### src/rtl/gpb_pkg.sv
package gpb_pkg;

    localparam int WORD_W   = 32;
    localparam int OFF_LVL  = 'h004;
    localparam int OFF_DIR  = 'h01C;
    localparam int OFF_SET  = 'h034;
    localparam int OFF_CLR  = 'h04C;
    localparam int OFF_BYP  = 'h094;

    typedef enum logic [2:0] {
        GRP_NONE,
        GRP_CFG,
        GRP_LVL,
        GRP_DIR,
        GRP_SET,
        GRP_CLR,
        GRP_BYP
    } grp_e;

    typedef struct packed {
        grp_e       grp;
        logic [3:0] bank;
    } dec_t;

    typedef struct packed {
        logic dir;
        logic set;
        logic clr;
        logic byp;
    } bank_we_t;

    function automatic logic in_group(input logic [31:0] addr, input int off, input int nbank);
        return (addr >= 32'(off)) && (addr < 32'(off + 4 * nbank));
    endfunction

    function automatic logic [3:0] bank_of(input logic [31:0] addr, input int off);
        logic [31:0] rel;
        rel = (addr - 32'(off)) >> 2;
        return rel[3:0];
    endfunction

    function automatic dec_t decode(input logic [31:0] addr, input int nbank);
        dec_t d;
        d.grp  = GRP_NONE;
        d.bank = '0;
        if (addr[1:0] == 2'b00) begin
            if (addr == 32'h0) begin
                d.grp = GRP_CFG;
            end else if (in_group(addr, OFF_LVL, nbank)) begin
                d.grp = GRP_LVL; d.bank = bank_of(addr, OFF_LVL);
            end else if (in_group(addr, OFF_DIR, nbank)) begin
                d.grp = GRP_DIR; d.bank = bank_of(addr, OFF_DIR);
            end else if (in_group(addr, OFF_SET, nbank)) begin
                d.grp = GRP_SET; d.bank = bank_of(addr, OFF_SET);
            end else if (in_group(addr, OFF_CLR, nbank)) begin
                d.grp = GRP_CLR; d.bank = bank_of(addr, OFF_CLR);
            end else if (in_group(addr, OFF_BYP, nbank)) begin
                d.grp = GRP_BYP; d.bank = bank_of(addr, OFF_BYP);
            end
        end
        return d;
    endfunction

endpackage

### src/rtl/gpb_sync.sv
module gpb_sync #(
    parameter int W = 32
) (
    input  logic         clk,
    input  logic         rst,
    input  logic [W-1:0] d,
    output logic [W-1:0] q
);
    logic [W-1:0] meta;

    always_ff @(posedge clk) begin
        if (rst) begin
            meta <= '0;
            q    <= '0;
        end else begin
            meta <= d;
            q    <= meta;
        end
    end
endmodule

### src/rtl/gpb_filter.sv
module gpb_filter #(
    parameter int STABLE = 3
) (
    input  logic clk,
    input  logic rst,
    input  logic d,
    output logic q
);
    localparam int CW = (STABLE > 2) ? $clog2(STABLE) : 1;

    logic [CW-1:0] run;

    always_ff @(posedge clk) begin
        if (rst) begin
            q   <= 1'b0;
            run <= '0;
        end else if (d == q) begin
            run <= '0;
        end else if (run == CW'(STABLE - 1)) begin
            q   <= d;
            run <= '0;
        end else begin
            run <= run + 1'b1;
        end
    end
endmodule

### src/rtl/gpb_bank.sv
module gpb_bank
    import gpb_pkg::*;
#(
    parameter int W      = 32,
    parameter int STABLE = 3
) (
    input  logic         clk,
    input  logic         rst,
    input  bank_we_t     we,
    input  logic [W-1:0] wdata,
    input  logic [W-1:0] pad_in,
    output logic [W-1:0] oe,
    output logic [W-1:0] out,
    output logic [W-1:0] byp,
    output logic [W-1:0] level
);
    logic [W-1:0] synced;
    logic [W-1:0] filtered;

    always_ff @(posedge clk) begin
        if (rst) begin
            oe  <= '0;
            out <= '0;
            byp <= '0;
        end else begin
            if (we.dir) oe  <= wdata;
            if (we.byp) byp <= wdata;
            if (we.set) out <= out | wdata;
            else if (we.clr) out <= out & ~wdata;
        end
    end

    gpb_sync #(.W(W)) u_sync (
        .clk (clk),
        .rst (rst),
        .d   (pad_in),
        .q   (synced)
    );

    for (genvar i = 0; i < W; i++) begin : g_pin
        gpb_filter #(.STABLE(STABLE)) u_flt (
            .clk (clk),
            .rst (rst),
            .d   (synced[i]),
            .q   (filtered[i])
        );
        assign level[i] = byp[i] ? synced[i] : filtered[i];
    end
endmodule

### src/rtl/gpb_port_bank.sv
module gpb_port_bank
    import gpb_pkg::*;
#(
    parameter int NBANK  = 2,
    parameter int AW     = 12,
    parameter int STABLE = 3
) (
    input  logic                  clk,
    input  logic                  rst,
    input  logic [AW-1:0]         bus_addr,
    input  logic                  bus_wr,
    input  logic                  bus_rd,
    input  logic [31:0]           bus_wdata,
    output logic [31:0]           bus_rdata,
    input  logic [32*NBANK-1:0]   pad_in,
    output logic [32*NBANK-1:0]   pad_oe,
    output logic [32*NBANK-1:0]   pad_out,
    output logic [32*NBANK-1:0]   pin_level
);
    localparam int NPIN = WORD_W * NBANK;

    dec_t               dec;
    logic [WORD_W-1:0]  rd_val;
    logic [WORD_W-1:0]  dir_w [NBANK];
    logic [WORD_W-1:0]  byp_w [NBANK];
    logic [WORD_W-1:0]  lvl_w [NBANK];
    logic [NPIN-1:0]    byp_all;

    assign dec = decode({{(32-AW){1'b0}}, bus_addr}, NBANK);

    for (genvar b = 0; b < NBANK; b++) begin : g_bank
        bank_we_t we;
        logic     hit;

        assign hit    = bus_wr && (dec.bank == 4'(b));
        assign we.dir = hit && (dec.grp == GRP_DIR);
        assign we.set = hit && (dec.grp == GRP_SET);
        assign we.clr = hit && (dec.grp == GRP_CLR);
        assign we.byp = hit && (dec.grp == GRP_BYP);

        gpb_bank #(.W(WORD_W), .STABLE(STABLE)) u_bank (
            .clk    (clk),
            .rst    (rst),
            .we     (we),
            .wdata  (bus_wdata),
            .pad_in (pad_in[WORD_W*b +: WORD_W]),
            .oe     (dir_w[b]),
            .out    (pad_out[WORD_W*b +: WORD_W]),
            .byp    (byp_w[b]),
            .level  (lvl_w[b])
        );

        assign pad_oe[WORD_W*b +: WORD_W]    = dir_w[b];
        assign pin_level[WORD_W*b +: WORD_W] = lvl_w[b];
        assign byp_all[WORD_W*b +: WORD_W]   = byp_w[b];
    end

    always_comb begin
        rd_val = '0;
        for (int b = 0; b < NBANK; b++) begin
            if (dec.bank == 4'(b)) begin
                case (dec.grp)
                    GRP_LVL: rd_val = lvl_w[b];
                    GRP_DIR: rd_val = dir_w[b];
                    GRP_BYP: rd_val = byp_w[b];
                    default: rd_val = rd_val;
                endcase
            end
        end
    end

    always_ff @(posedge clk) begin
        if (rst)         bus_rdata <= '0;
        else if (bus_rd) bus_rdata <= rd_val;
        else             bus_rdata <= '0;
    end
endmodule

### config.mk
export PLATFORM = sky130hd
export DESIGN_NAME = gpb_port_bank
export DESIGN_NICKNAME = d
export VERILOG_FILES = /design/src/rtl/gpb_pkg.sv /design/src/rtl/gpb_sync.sv /design/src/rtl/gpb_filter.sv /design/src/rtl/gpb_bank.sv /design/src/rtl/gpb_port_bank.sv
export SDC_FILE = /design/constraint.sdc
export NUM_CORES = 1
export LEC_CHECK = 0
export BUFFER_PORTS_ARGS = -buffer_cell sky130_fd_sc_hd__buf_2
export CAP_MARGIN = 40
export CORE_UTILIZATION = 51
export DETAILED_ROUTE_END_ITERATION = 10
export GPL_TIMING_DRIVEN = 1
export HOLD_SLACK_MARGIN = 0.02
export PLACE_DENSITY = 0.88
export SLEW_MARGIN = 5
export SYNTH_ARGS = -nofsm -noshare
export SYNTH_HDL_FRONTEND = slang
export SYNTH_SLANG_ARGS = --single-unit
export TNS_END_PERCENT = 30
### constraint.sdc
create_clock -name clk -period 3.3 [get_ports clk]
set_input_delay 0.33 -clock clk [delete_from_list [all_inputs] [get_ports clk]]
set_output_delay 0.33 -clock clk [all_outputs]
set_load 0.03 [all_outputs]
==> results of run 1 <==
[metal layers]
layer  global-route usage (%)  vias to the layer above
li1                         -                     8082
met1                     32.1                     8362
met2                     46.7                      741
met3                     5.67                      210
met4                     14.3                        0
met5                        0                        -
[synthesized netlist by cell type (all sizes together), types with 2 or more instances]
cell type / instances
dfxtp: 544
nor2: 295
mux2i: 256
nor2b: 128
clkbuf: 95
nand2: 74
ha: 68
inv: 68
or3: 66
a31oi: 65
mux2: 65
nand2b: 65
a311oi: 64
xnor2: 64
a21oi: 37
o21a: 34
o22ai: 32
buf: 30
nor4: 6
o21ai: 6
nor3: 5
and2: 4
or2: 4
dlygate4sd3: 3
nand3: 3
nand4b: 3
a2111o: 2
a211oi: 2
a21boi: 2
a21o: 2
nand3b: 2
nand4: 2
o2111ai: 2
or4: 2
or4b: 2
xor2: 2
[layout make-up]
class                      count  area [um^2]  area share, %
clock buffer                  82         1610           6.04
clock inverter                16          199          0.747
inverter                      68          255          0.958
multi-input combinational   1381         9940           37.3
sequential                   544        10900           40.9
tap                          539          674           2.53
timing repair buffer         458         3070           11.5
[cells in the final DEF (no fill, tap or decap), types with 64 or more instances in the layout]
cell type / netlist / final
dlygate4sd3_1: 3 / 64
a311oi_1: 64 / 64
a31oi_1: 65 / 65
nand2_1: 74 / 72
or3_1: 66 / 65
xnor2_1: 64 / 64
inv_1: 68 / 68
nand2b_1: 65 / 65
mux2i_1: 256 / 256
nor2_1: 295 / 294
mux2_2: 65 / 65
buf_2: 6 / 334
ha_1: 68 / 68
dfxtp_1: 544 / 544
nor2b_1: 128 / 128
[worst paths after layout]
| check | from | endpoint | slack [ps] |
|---|---|---|---|
| setup / recovery | bus_addr[3] | g_bank[0].u_bank.byp[7] | 270 |
| hold / removal | bus_wdata[20] | flop | 60 |
| setup reg to reg | g_bank[1].u_bank.byp[13] | bus_rdata[13] | 1860 |
| hold reg to reg | g_bank[0].u_bank.g_pin[9].u_flt.run[0] | g_bank[0].u_bank.g_pin[9].u_flt.run[0] | 410 |
[through the flow]
stage | TNS, ps | cells | util (%)
floorplan | 0 | 2121 | -
global placement | -11490 | 2926 | 57.8
detailed placement | -19450 | 2926 | 57.8
CTS | 0 | 3088 | 63.6
global route | 0 | 3088 | 63.6
finish | 0 | 3088 | 63.6
[what timing repair did]
item | 4_1_cts | 5_1_grt
hold buffers | 64 | 0
setup endpoints to repair | 0 | 0
endpoints found under the hold margin | 64 | 0
[critical path: cells and delay by family]
| kind | cells | cell delay [ps] |
|---|---|---|
| AO/OA/AOI/OAI | 3 | 1280 |
| buffers and inverters | 3 | 430 |
| AND/OR/NAND/NOR | 3 | 1000 |
| multiplexers | 1 | 270 |
| adder cells (fa/ha/maj) | 1 | 150 |
[cells by family after synthesis]
family,synth area share (%)
xor+xnor,2.68
fa+ha+maj,3.94
compound gates,8.64
mux,15.2
simple gates,15.1
buf+inv,3.98
flops,50.4
[power by group through the flow]
| stage | Clock (mW) | Combinational (mW) | Sequential (mW) |
|---|---|---|---|
| floorplan | 0 | 0.271 | 6.85 |
| global placement | 0 | 0.449 | 6.85 |
| detailed placement | 0 | 0.465 | 6.86 |
| CTS | 6.30 | 0.527 | 6.71 |
| global route | 6.57 | 0.581 | 6.72 |
| finish | 6.19 | 0.534 | 6.72 |
==> results.py, run 1 <==
metrics = {
    "placement": {
        "portBuffers": 335,
        "gp_congestion": 0.844,
        "pre_cts_ws_ps": -246,
        "dpl.hpwl_mm": 39.7,
        "placement.cell_area_um2": 24200,
    },
    "cells_and_area": {
        "drive_gt1_share_pct": 22.3,
        "antenna_cells": 0,
        "fill_cells": 3086,
        "design_area_um2": 26600,
        "final_nets": 2686,
        "area_growth_pct": 23.3,
    },
    "sta": {
        "hold_violations": 0,
        "worst_slack_ps": 274,
        "max_freq_mhz": 330,
        "skew_ps": 12.8,
        "maxSlewHeadroom_pct": 39.2,
        "drv_slew": 0,
        "rsz0062_at_grt": "false",
        "finalCritPeriodShare_pct": 91.7,
        "setup_viol": 0,
        "tightest_slew_ps": 911,
        "hold_slack_ps": 58.5,
        "post-route-min-period_ps": 3030,
    },
    "synth": {
        "synth_area_um2": 21600,
        "synth_seq_cells": 544,
        "synth_nets": 2301,
        "async_flop_share_pct": 0,
        "yosysUniqueCellTypes": 61,
        "netlist_instances": 2121,
        "yosys-top-cells-area": "dfxtp_1 50%, mux2i_1 12%, nor2_1 5.1%, ha_1 3.9%, nor2b_1 3.7%",
        "seq_area_frac_synth_pct": 50.4,
        "synth_area_per_cell_um2": 10.2,
        "synth-main-ff-cell": "dfxtp_1",
        "synth_edf_count": 0,
        "yosysWarnings": 0,
        "yosysTopAreaCell": "dfxtp_1",
        "yosys.area.top_type_share_pct": 50.4,
    },
    "power": {
        "pwr-share-clk_pct": 46.1,
        "leakage_nw": 11.6,
        "power_mw": 13.4,
        "switching_share_pct": 21.3,
        "cell_internal_pwr_mw": 10.6,
        "p_comb_share_pct": 4.0,
        "peakVddDrop_mv": 0.424,
        "powerDensity_nw_per_um2": 505,
        "p_sw_mw": 2.87,
        "p_seq_share_pct": 50.0,
    },
    "global_routing": {
        "grt_pass1_wl_mm": 93.9,
        "antenna_found_initial": 0,
        "grt_max_degree": 150,
        "grtUsageTotal_pct": 27.2,
        "grt_pass1_vias": 17700,
        "grt_overflow_total": 0,
    },
    "setup_path": {
        "crit_required_ps": 3750,
        "worstPathCellList": "buf_2, inv_1, ha_1, or3b_1, a2111o_1, or4b_4, a221o_1, a2111oi_4, buf_12, mux2i_1, nor2_1",
        "r2r_cells": 4,
        "crit_slowest_cell": "or4b_4",
        "cpPeakStageDelay_ps": 550,
        "start_kind": "primary input",
        "crit_path_max_fanout": 16,
        "crit_arrival_ps": 3470,
        "critical_path_class": "primary input to flop",
        "critPathCaptureType": "flop",
    },
    "drt": {
        "vias_per_cell": 5.63,
        "route.detailed.drc": 0,
        "drtAntennaViolNets": 0,
        "drt_iter0_markers": 1326,
        "met3WireLength_mm": 4.42,
        "wl_met2_mm": 29.0,
        "topRoutingLayerUsed": "met4",
        "via_count": 17400,
        "drtPass1Iterations": 6,
        "routed_wl_mm": 60.1,
        "wl_met1_mm": 23.7,
        "wire_per_inst_um": 19.4,
    },
    "cts": {
        "cts_made_buffers": 53,
        "path_clk_slew_ps": 60,
        "cts_root_buf": "clkbuf_16",
        "cts_buffer_depth": 3,
        "worstSkewPairLatency_ps": 590,
        "cts_tree": "built",
        "cts_max_level": 2,
        "cts_setup_buffers": 0,
        "numClockSinks": 544,
        "cts.repair.resized": 0,
    },
    "floorplan": {
        "ioPinCount": 336,
        "core_um2": 41900,
        "initial_core_util_pct": 51.6,
        "die_w_um": 208,
        "fp.dieArea_um2": 43200,
        "fp.dieH_um": 208,
        "placementRows": 75,
    },
    "hold_path": {
        "whs_path_depth": 2,
        "hp-class": "primary input to flop",
    },
    "job": {
        "drv_cap": 0,
    },
    "outcome": {
        "status": "completed",
    },
}
Note: power is estimated with default switching activity, not from simulation.
==> inputs of run 2 (changes only) <==
Settings changed: CTS_BUF_LIST set to sky130_fd_sc_hd__clkbuf_16, TNS_END_PERCENT 30 to 5.
==> run 2 against run 1 <==
Effect of this change: register-to-register slack barely moved; via count decreased by 0.28%; global-route usage shrank 0.087 points; critical path depth unchanged; combinational power hardly changed; critical path type unchanged; setup slack better by 8.4 ps; utilization down 0.30 points.
==> results.py, run 2 (synthesized netlist as in run 1, its figures left out) <==
metrics = {
    "outcome": {
        "status": "completed",
    },
    "global_routing": {
        "grt_overflow_total": 0,
        "grt_pass1_vias": 17700,
        "grt_pass1_wl_mm": 93.7,
        "grt_max_degree": 150,
        "antenna_found_initial": 2,
        "grtUsageTotal_pct": 27.2,
    },
    "cts": {
        "path_clk_slew_ps": 60,
        "cts_tree": "built",
        "cts_made_buffers": 53,
        "cts.repair.resized": 0,
        "numClockSinks": 544,
        "cts_root_buf": "clkbuf_16",
        "cts_max_level": 2,
        "cts_buffer_depth": 3,
        "worstSkewPairLatency_ps": 590,
    },
    "floorplan": {
        "die_w_um": 208,
        "ioPinCount": 336,
        "initial_core_util_pct": 51.6,
        "fp.dieArea_um2": 43200,
        "core_um2": 41900,
        "fp.dieH_um": 208,
        "placementRows": 75,
    },
    "setup_path": {
        "r2r_slack_ps": 1870,
        "r2r_cells": 4,
        "crit_slowest_cell": "or4b_4",
        "r2r_end": "bus_rdata[14]",
        "start_kind": "primary input",
        "worstPathCellList": "buf_2, inv_1, ha_1, or3b_1, a2111o_1, or4b_4, a221o_1, a2111oi_4, buf_12, mux2i_1, nor2_1",
        "crit_arrival_ps": 3460,
        "cpPeakStageDelay_ps": 550,
        "reg2reg_from": "g_bank[1].u_bank.byp[14]",
        "crit_required_ps": 3750,
        "critPathCaptureType": "flop",
        "crit_path_max_fanout": 16,
        "critical_path_class": "primary input to flop",
    },
    "drt": {
        "wire_per_inst_um": 19.4,
        "drt_iter0_markers": 1391,
        "route.detailed.drc": 0,
        "drtPass1Iterations": 5,
        "via_count": 17300,
        "routed_wl_mm": 60.0,
        "drtAntennaViolNets": 0,
        "vias_per_cell": 5.61,
    },
    "cells_and_area": {
        "final_common_cell": "dfxtp_1",
        "final_nets": 2686,
        "area_growth_pct": 22.7,
        "drive_gt1_share_pct": 21.8,
        "layout_common_cells": "544 x dfxtp_1, 334 x buf_2, 294 x nor2_1",
    },
    "sta": {
        "drv_slew": 0,
        "worst_slack_ps": 283,
        "setup_viol": 0,
        "maxSlewHeadroom_pct": 38.3,
        "finalCritPeriodShare_pct": 91.4,
        "post-route-min-period_ps": 3020,
        "hold_violations": 0,
        "skew_ps": 14.6,
        "tightest_slew_ps": 926,
        "rsz0062_at_grt": "false",
        "finalSetupTns_ps": 0,
        "max_freq_mhz": 331,
    },
    "power": {
        "cell_internal_pwr_mw": 10.2,
        "p_comb_share_pct": 4.1,
        "p_seq_share_pct": 51.3,
        "p_sw_mw": 2.86,
        "leakage_nw": 11.6,
        "pwr-share-clk_pct": 44.6,
        "powerDensity_nw_per_um2": 494,
        "peakVddDrop_mv": 0.413,
        "switching_share_pct": 21.9,
    },
    "placement": {
        "gp_congestion": 0.844,
        "dpl.hpwl_mm": 39.7,
        "pre_cts_ws_ps": -246,
        "portBuffers": 335,
    },
    "hold_path": {
        "whs_path_depth": 2,
        "hp-class": "primary input to flop",
        "hp-start": "bus_wdata[20]",
    },
    "job": {
        "drv_cap": 0,
    },
}
run 2: how the worst max path moves through the flow:
stage / to / start / cells after the start / slack, ps
6_report: g_bank[0].u_bank.byp[7] / bus_addr[3] / 11 / 280
5_1_grt: g_bank[0].u_bank.byp[7] / bus_addr[3] / 11 / 230
4_1_cts: g_bank[0].u_bank.byp[7] / bus_addr[3] / 11 / 290
3_5_place_dp: g_bank[0].u_bank.byp[7] / bus_addr[3] / 11 / -250
3_3_place_gp: g_bank[0].u_bank.byp[28] / bus_addr[9] / 9 / -150
2_1_floorplan: g_bank[1].u_bank.byp[0] / bus_addr[3] / 11 / 20
run 2: timing repair:
action                                  4_1_cts  5_1_grt
hold buffers                                 64        0
endpoints found under the hold margin        64        0
setup buffers                                 0        0
endpoints found under the setup margin        0        0
run 2: through the flow:
step | hold slack (ps) | power, mW | instance area, um^2 | utilization [%] | std cells
final | 71.9 | 13.1 | 26500 | 63.3 | 3090
after global routing | 55.4 | 13.5 | 26500 | 63.3 | 3088
after CTS | 22.9 | 13.2 | 26500 | 63.3 | 3088
after detailed placement | 401 | 7.33 | 24200 | 57.8 | 2926
after global placement | 397 | 7.30 | 24200 | 57.8 | 2926
after floorplan | 391 | 7.12 | 21600 | - | 2121
run 2: metal layers:
metal | part of all wire (%) | track usage [%] | vias to the layer above
met3 | 7.6 | 5.26 | 209
met1 | 39 | 32.2 | 8281
li1 | - | - | 8096
met4 | 4.9 | 14.0 | 0
met2 | 48 | 46.7 | 761
met5 | 0 | 0 | -
run 2: cell type report:
cell class                      instances  area (um^2)
Fill cell                            3105        15300
Sequential cell                       544        10900
Multi-Input combinational cell       1381         9940
Timing Repair Buffer                  458         3070
Clock buffer                           55         1380
Tap cell                              539          674
Clock inverter                         43          300
Inverter                               68          255
Antenna cell                            2         5.00
run 2: power groups by stage:
stage,logic (mW),clock network [mW],registers (mW)
final,0.534,5.84,6.72
after detailed placement,0.465,0,6.86
after floorplan,0.271,0,6.85
after global placement,0.449,0,6.85
after CTS,0.528,5.94,6.72
after global routing,0.580,6.21,6.72
run 2: critical path: cells and delay by family:
kind                     cells  cell delay [ps]
multiplexers                 1              260
buffers and inverters        3              420
AND/OR/NAND/NOR              3             1000
adder cells (fa/ha/maj)      1              150
AO/OA/AOI/OAI                3             1280
